**config.mk**
```make
export PLATFORM = sky130hd
export DESIGN_NAME = poll_client_tx
export DESIGN_NICKNAME = d
export VERILOG_FILES = /design/src/rtl/poll_client_tx.sv
export SDC_FILE = /design/constraint.sdc
export NUM_CORES = 1
export LEC_CHECK = 0
export BUFFER_PORTS_ARGS = -buffer_cell sky130_fd_sc_hd__buf_2
export CAP_MARGIN = 20
export CORE_UTILIZATION = 55
export CTS_BUF_LIST = sky130_fd_sc_hd__clkbuf_16
export DETAILED_ROUTE_END_ITERATION = 10
export PLACE_DENSITY = 0.79
export SLEW_MARGIN = 40
export SYNTH_ARGS = -nofsm -noshare
export SYNTH_HDL_FRONTEND = slang
export SYNTH_SLANG_ARGS = --single-unit
```
**constraint.sdc**
```tcl
create_clock -name clk -period 2.61 [get_ports clk]
set_clock_uncertainty 0.05 [all_clocks]
set_input_delay 0.6525 -clock clk [delete_from_list [all_inputs] [get_ports clk]]
set_output_delay 0.6525 -clock clk [all_outputs]
set_load 0.01 [all_outputs]
```
**src/rtl/poll_client_tx.sv**
```systemverilog
module poll_client_tx #(
  parameter int AW          = 6,
  parameter int ACK_TICKS   = 8,
  parameter int GRANT_TICKS = 64,
  parameter int MAX_RETRY   = 2,
  parameter int FW          = 8
) (
  input  logic          clk,
  input  logic          rst_n,
  input  logic          tick,
  input  logic [AW-1:0] my_addr,
  input  logic          rx_valid,
  input  logic [AW-1:0] rx_dst,
  input  logic [2:0]    rx_kind,
  output logic          tx_req,
  output logic [2:0]    tx_kind,
  input  logic          tx_ready,
  input  logic          pend_avail,
  output logic          pend_take,
  output logic [FW-1:0] fail_count
);
  localparam int WCW = $clog2(ACK_TICKS + 1);
  localparam int GCW = $clog2(GRANT_TICKS + 1);
  localparam int RCW = $clog2(MAX_RETRY + 1);

  localparam logic [2:0] RX_QUERY = 3'd1;
  localparam logic [2:0] RX_GRANT = 3'd2;
  localparam logic [2:0] RX_ACK   = 3'd3;
  localparam logic [2:0] TX_ACK   = 3'd3;
  localparam logic [2:0] TX_NONE  = 3'd4;
  localparam logic [2:0] TX_HAVE  = 3'd5;
  localparam logic [2:0] TX_DATA  = 3'd6;
  localparam logic [2:0] TX_END   = 3'd7;

  typedef enum logic [3:0] {
    S_IDLE, S_REPLY, S_WGRANT, S_GACK, S_NEXT, S_DATA, S_WACK, S_POP, S_END
  } st_t;

  st_t            st, nst;
  logic           has, has_n;
  logic [RCW-1:0] retry, retry_n;
  logic [WCW-1:0] wcnt;
  logic [GCW-1:0] gcnt;
  logic           fail_inc;

  wire hit     = rx_valid && (rx_dst == my_addr);
  wire sent    = tx_req && tx_ready;
  wire wait_to = tick && (wcnt == WCW'(ACK_TICKS - 1));
  wire granted = (st == S_GACK) || (st == S_NEXT) || (st == S_DATA) ||
                 (st == S_WACK) || (st == S_POP) || (st == S_END);
  wire win_to  = granted && tick && (gcnt == GCW'(GRANT_TICKS - 1));
  wire n_grant = (nst == S_GACK) || (nst == S_NEXT) || (nst == S_DATA) ||
                 (nst == S_WACK) || (nst == S_POP) || (nst == S_END);
  wire waiting = (st == S_WGRANT) || (st == S_WACK);

  assign tx_req    = (st == S_REPLY) || (st == S_GACK) || (st == S_DATA) || (st == S_END);
  assign pend_take = (st == S_POP);

  always_comb begin
    case (st)
      S_REPLY: tx_kind = has ? TX_HAVE : TX_NONE;
      S_GACK:  tx_kind = TX_ACK;
      S_DATA:  tx_kind = TX_DATA;
      S_END:   tx_kind = TX_END;
      default: tx_kind = 3'd0;
    endcase
  end

  always_comb begin
    nst      = st;
    has_n    = has;
    retry_n  = retry;
    fail_inc = 1'b0;
    case (st)
      S_IDLE:   if (hit && rx_kind == RX_QUERY) begin
                  nst   = S_REPLY;
                  has_n = pend_avail;
                end
      S_REPLY:  if (sent) nst = has ? S_WGRANT : S_IDLE;
      S_WGRANT: if (hit && rx_kind == RX_GRANT) nst = S_GACK;
                else if (wait_to) nst = S_IDLE;
      S_GACK:   if (sent) nst = S_NEXT;
      S_NEXT:   nst = pend_avail ? S_DATA : S_END;
      S_DATA:   if (sent) nst = S_WACK;
      S_WACK:   if (hit && rx_kind == RX_ACK) begin
                  nst     = S_POP;
                  retry_n = '0;
                end else if (wait_to) begin
                  if (retry == RCW'(MAX_RETRY)) begin
                    nst      = S_POP;
                    retry_n  = '0;
                    fail_inc = 1'b1;
                  end else begin
                    nst     = S_DATA;
                    retry_n = retry + 1'b1;
                  end
                end
      S_POP:    nst = S_NEXT;
      S_END:    if (sent) nst = S_IDLE;
      default:  nst = S_IDLE;
    endcase
    if (win_to) begin
      nst      = S_IDLE;
      retry_n  = '0;
      fail_inc = 1'b0;
    end
  end

  always_ff @(posedge clk) begin
    if (!rst_n) begin
      st         <= S_IDLE;
      has        <= 1'b0;
      retry      <= '0;
      wcnt       <= '0;
      gcnt       <= '0;
      fail_count <= '0;
    end else begin
      st    <= nst;
      has   <= has_n;
      retry <= retry_n;
      if (!waiting || nst != st) wcnt <= '0;
      else if (tick)             wcnt <= wcnt + 1'b1;
      if (!n_grant)              gcnt <= '0;
      else if (granted && tick)  gcnt <= gcnt + 1'b1;
      if (fail_inc) fail_count <= fail_count + 1'b1;
    end
  end

  AST_FOREIGN_QUIET: assert property (@(posedge clk) disable iff (!rst_n)
    (st == S_IDLE && rx_valid && rx_dst != my_addr) |=> !tx_req);
  AST_POP_PULSE: assert property (@(posedge clk) disable iff (!rst_n)
    pend_take |=> !pend_take);
  AST_FAIL_POPS: assert property (@(posedge clk) disable iff (!rst_n)
    (fail_count != $past(fail_count)) |-> (pend_take && fail_count == $past(fail_count) + 1'b1));
  AST_HOLD_FRAME: assert property (@(posedge clk) disable iff (!rst_n)
    (tx_req && !tx_ready) |=> (tx_req && $stable(tx_kind)));
endmodule

```
==> results list <==
- Final ANT Viol Nets: 0
- The die covers 3490 sq um.
- Maximum number of pins on one net before global-route repair: 24
* CP peak stage delay: 0.60 ns
- Worst setup timing slack at the placement stage: 0.220 ns
* Number of placement rows: 20
- In this run the critical register-to-register path is captured at gcnt[4]$_SDFFE_PN0P_.
- Number of failing setup endpoints in the final timing report: 0
- Most frequent standard cell in the layout excluding fill and tap cells: sky130_fd_sc_hd__buf_2
* Time the worst path needs with I/O delays and setup: 2.41 ns
- Biggest fanout along the worst timing path: 14
- TritonCTS clock tree: built
- Cell depth of the worst flop-to-flop path: 7
* Switching part of the total: 20.7%
- Number of clock buffers inserted by TritonCTS: 3
- Critical-path cell with the highest stage delay: sky130_fd_sc_hd__dfxtp_1
- Setup slack closes at 0.196 ns.
- In this run the tool buffered the top-level ports with 33 buffer cells.
- STA classifies the critical path endpoint as an output pin.
* Worst path buffer plus inverter count: 3
- Cell taking the most area after synthesis: sky130_fd_sc_hd__dfxtp_1
- Summed over all layers, the routed wires come to 3630 um.
* Number of H-tree branching levels: 1
* Congestion Overflow GR: 0
- The completed layout was analyzed and its total power is 0.000790 W.
- The core region is 3080 sq um.
- End of the critical path: tx_req
- Worst setup slack for register-to-register paths: 0.38 ns
- Post-CTS Hold Buffers: 0
* Class of the most critical hold timing path: flip-flop to flip-flop
- Portion of the post-synthesis area used by sequential elements: 29.0%
- Outcome: completed
* Maximum number of buffers from clock root to sink: 2
- Switching power: 0.000163 W
* Layout overhead on the synthesized area: 16.3%
- Using the TritonRoute via totals, the vias-per-cell ratio works out to 5.61.
- After detailed routing, the average wire length per cell comes to 13.0 um.
- Synthesized netlist net count: 227
- After synthesis, the share of flip-flops with an asynchronous set or reset is 0%.
- RSZ-0062 raised after global routing: no
* 1st-iter DRT viols: 41
- Before antenna repair, the detailed router went through 6 iterations.
- Total internal power: 0.000626 W
- Clock insertion delay at the later pin of the skew report: 0.26 ns
- For the pin with the worst max-slew slack, the measured transition is 0.503 ns.
- Wire length of the first global-routing pass: 6020 um
- Max-cap violations in this run came to 0.
- In this run the worst setup path begins at st[0]$_SDFF_PN0_.
- The congestion estimate from routability-driven global placement came to 0.783.
- For this design, the sink count on the clock tree is 26.
- For the worst setup path, the data required time is 1.91 ns.
- The HPWL after detailed placement is 2660 um.
* Worst-path cell chain: buf_4 > inv_1 > nor2_1 > nor2_1 > nor2_1 > a21o_1 > buf_2
- Setup total negative slack on the finished layout was measured at 0 ns.
- Synthesis handed over a netlist of 203 instances.
- Power spread over the standard cell area amounts to 378 nW/um^2.
- Timing would allow up to 414 MHz.
* Final net count: 261
- Number of enable-type register cells in the synthesized netlist: 0
* Largest delay contributor family on the critical path: flip-flops
- Leaving out fill and tap cells, the most frequent cells in the layout are 33 x sky130_fd_sc_hd__buf_2, 26 x sky130_fd_sc_hd__dfxtp_1, 22 x sky130_fd_sc_hd__nor2_1, 21 x sky130_fd_sc_hd__nand2_1, 9 x sky130_fd_sc_hd__xnor2_1.
- Crit path kind: flip-flop to output pin
* Post-synthesis area per instance: 8.84 sq um
* Buffer type at the clock tree root: sky130_fd_sc_hd__clkbuf_16
- Hold_ws: 0.417 ns
- After synthesis the netlist holds a flip-flop and latch count of 26.
- Across the VDD grid, the largest voltage drop is 0.000374 V.
- Counting the fill cells in the layout gives 272.
- Data arrival time at the worst-slack endpoint: 1.71 ns
- Slew Viols, Final: 0
* Diode insertion count for antenna repair: 0
- Sequential cells account for 50.2% of the total power.
- Clock-pin slew was measured on the worst setup and hold paths at 0.06 ns.
- Die width: 59.1 um
- The worst pin sits at a relative slew slack of 66.4%.
* Number of distinct standard cells referenced by the synthesized netlist: 58
- Buffer count from post-CTS setup fixing: 0
- The worst setup path is launched from a flip-flop.
- Combinational logic is responsible for 6.9% of the overall power.
- Number of antenna violations at the first check in global routing: 0
- Yosys printed 0 warnings.
* Leakage power summed over all cells: 0.779 nW
- Via total after detailed routing: 1572
* Cell mode on critical path: sky130_fd_sc_hd__nor2_1
* Vias in the first global route: 1400
* I/O pin total: 34
- The critical path runs through a total of 7 cells.
- The initial utilization of the core area, before any placement, comes to 58.3%.
- Clock power frac: 42.8%
- Gates resized during post-CTS repair numbered 0.
- Leading post-synthesis cells by cell area: sky130_fd_sc_hd__dfxtp_1 29%, sky130_fd_sc_hd__nor2_1 4.6%, sky130_fd_sc_hd__nand2_1 4.4%
- Total Routing Usage GR: 22.2%
- From bottom edge to top edge, the die measures 59.1 um.
* Final Hold Vio Count: 0
- In this run the cell area of the synthesized design comes to 1790 sq um.
- In the routed design, unresolved DRC markers number 0.
- Top FF cell, synth: sky130_fd_sc_hd__dfxtp_1
* Launch point of the worst reg-to-reg path: st[1]$_SDFF_PN0_
- The top cell type by area accounts for 29.0% of the synthesized area.
- Of the available clock period, the critical path in the final layout requires 92.5%.
* Layout cell share with drive strength beyond 1: 26.7%
[power by group through the flow]
stage                     registers (W)  clock network (W)   logic, W
after floorplan                0.000406                  0  0.0000303
after global placement         0.000406                  0  0.0000536
after detailed placement       0.000406                  0  0.0000541
after CTS                      0.000397           0.000348  0.0000547
after global routing           0.000396           0.000363  0.0000594
final                          0.000397           0.000338  0.0000546
[cells in the mapped netlist (3+ instances only)]
| cell | n |
|---|---|
| sky130_fd_sc_hd__clkbuf_1 | 4 |
| sky130_fd_sc_hd__nand2b_1 | 7 |
| sky130_fd_sc_hd__nand4_1 | 5 |
| sky130_fd_sc_hd__nor4b_2 | 5 |
| sky130_fd_sc_hd__nor3_1 | 4 |
| sky130_fd_sc_hd__a21oi_1 | 6 |
| sky130_fd_sc_hd__o21ai_0 | 6 |
| sky130_fd_sc_hd__nand3_1 | 7 |
| sky130_fd_sc_hd__dfxtp_1 | 26 |
| sky130_fd_sc_hd__or3b_1 | 4 |
| sky130_fd_sc_hd__nand2_1 | 21 |
| sky130_fd_sc_hd__xor2_1 | 8 |
| sky130_fd_sc_hd__nor2_1 | 22 |
| sky130_fd_sc_hd__xnor2_1 | 9 |
| sky130_fd_sc_hd__inv_1 | 3 |
| sky130_fd_sc_hd__mux2i_1 | 7 |
| sky130_fd_sc_hd__ha_1 | 3 |
[cells by family (layout without fill, tap and decap cells)]
family / count (synthesis) / after routing / synth area share, %
AND/OR/NAND/NOR: 100 / 100 / 37.4
AO/OA/AOI/OAI: 36 / 36 / 15.3
flip-flops: 26 / 26 / 29.0
XOR/XNOR: 17 / 17 / 8.30
buffers and inverters: 14 / 47 / 3.90
multiplexers: 7 / 7 / 3.91
adder cells (fa/ha/maj): 3 / 3 / 2.09
[routing by layer]
layer | wire length (um) | vias up | GRT usage [%]
met5 | 0 | - | 0
met4 | 53 | 0 | 7.14
met3 | 124 | 6 | 3.93
met2 | 1720 | 32 | 36.2
met1 | 1730 | 733 | 29.8
li1 | - | 801 | -
[worst register-to-register path: cells and delay by family, from the launching register on]
| kind | cells | cell delay (ns) |
|---|---|---|
| flops | 1 | 0.64 |
| simple gates | 3 | 0.73 |
| buf+inv | 1 | 0.25 |
| compound gates | 3 | 0.48 |
[worst min path at each step]
stage	from	endpoint	slack, ns	cells past startpoint
after CTS	fail_count[7]$_SDFFE_PN0P_	fail_count[7]$_SDFFE_PN0P_	0.42	2
after global placement	fail_count[7]$_SDFFE_PN0P_	fail_count[7]$_SDFFE_PN0P_	0.40	2
after global routing	fail_count[7]$_SDFFE_PN0P_	fail_count[7]$_SDFFE_PN0P_	0.43	2
final	fail_count[7]$_SDFFE_PN0P_	fail_count[7]$_SDFFE_PN0P_	0.42	2
after detailed placement	fail_count[7]$_SDFFE_PN0P_	fail_count[7]$_SDFFE_PN0P_	0.41	2
after floorplan	retry[1]$_SDFFE_PP0P_	retry[1]$_SDFFE_PP0P_	0.40	2
[layout make-up]
class                           instances  area, sq um  area share (%)
Clock buffer                            3         75.1            3.60
Clock inverter                          1         3.75           0.180
Sequential cell                        26          520            24.9
Inverter                                3         11.3           0.540
Tap cell                               44         55.1            2.64
Multi-Input combinational cell        163         1200            57.7
Timing Repair Buffer                   40          218            10.4
[registers in the layout, indices dropped and copies added (netlist names)]
signal,cells
has,1
retry,2
fail_count,8
gcnt,7
wcnt,4
st,4
[stage by stage]
stage / cell area (sq um) / util, % / std cells
finish: 2090 / 67.8 / 280
global route: 2090 / 67.8 / 280
CTS: 2090 / 67.8 / 280
detailed placement: 2010 / 65.2 / 276
global placement: 2010 / 65.2 / 276
floorplan: 1790 / - / 203
(Power assumes the default switching activity.)
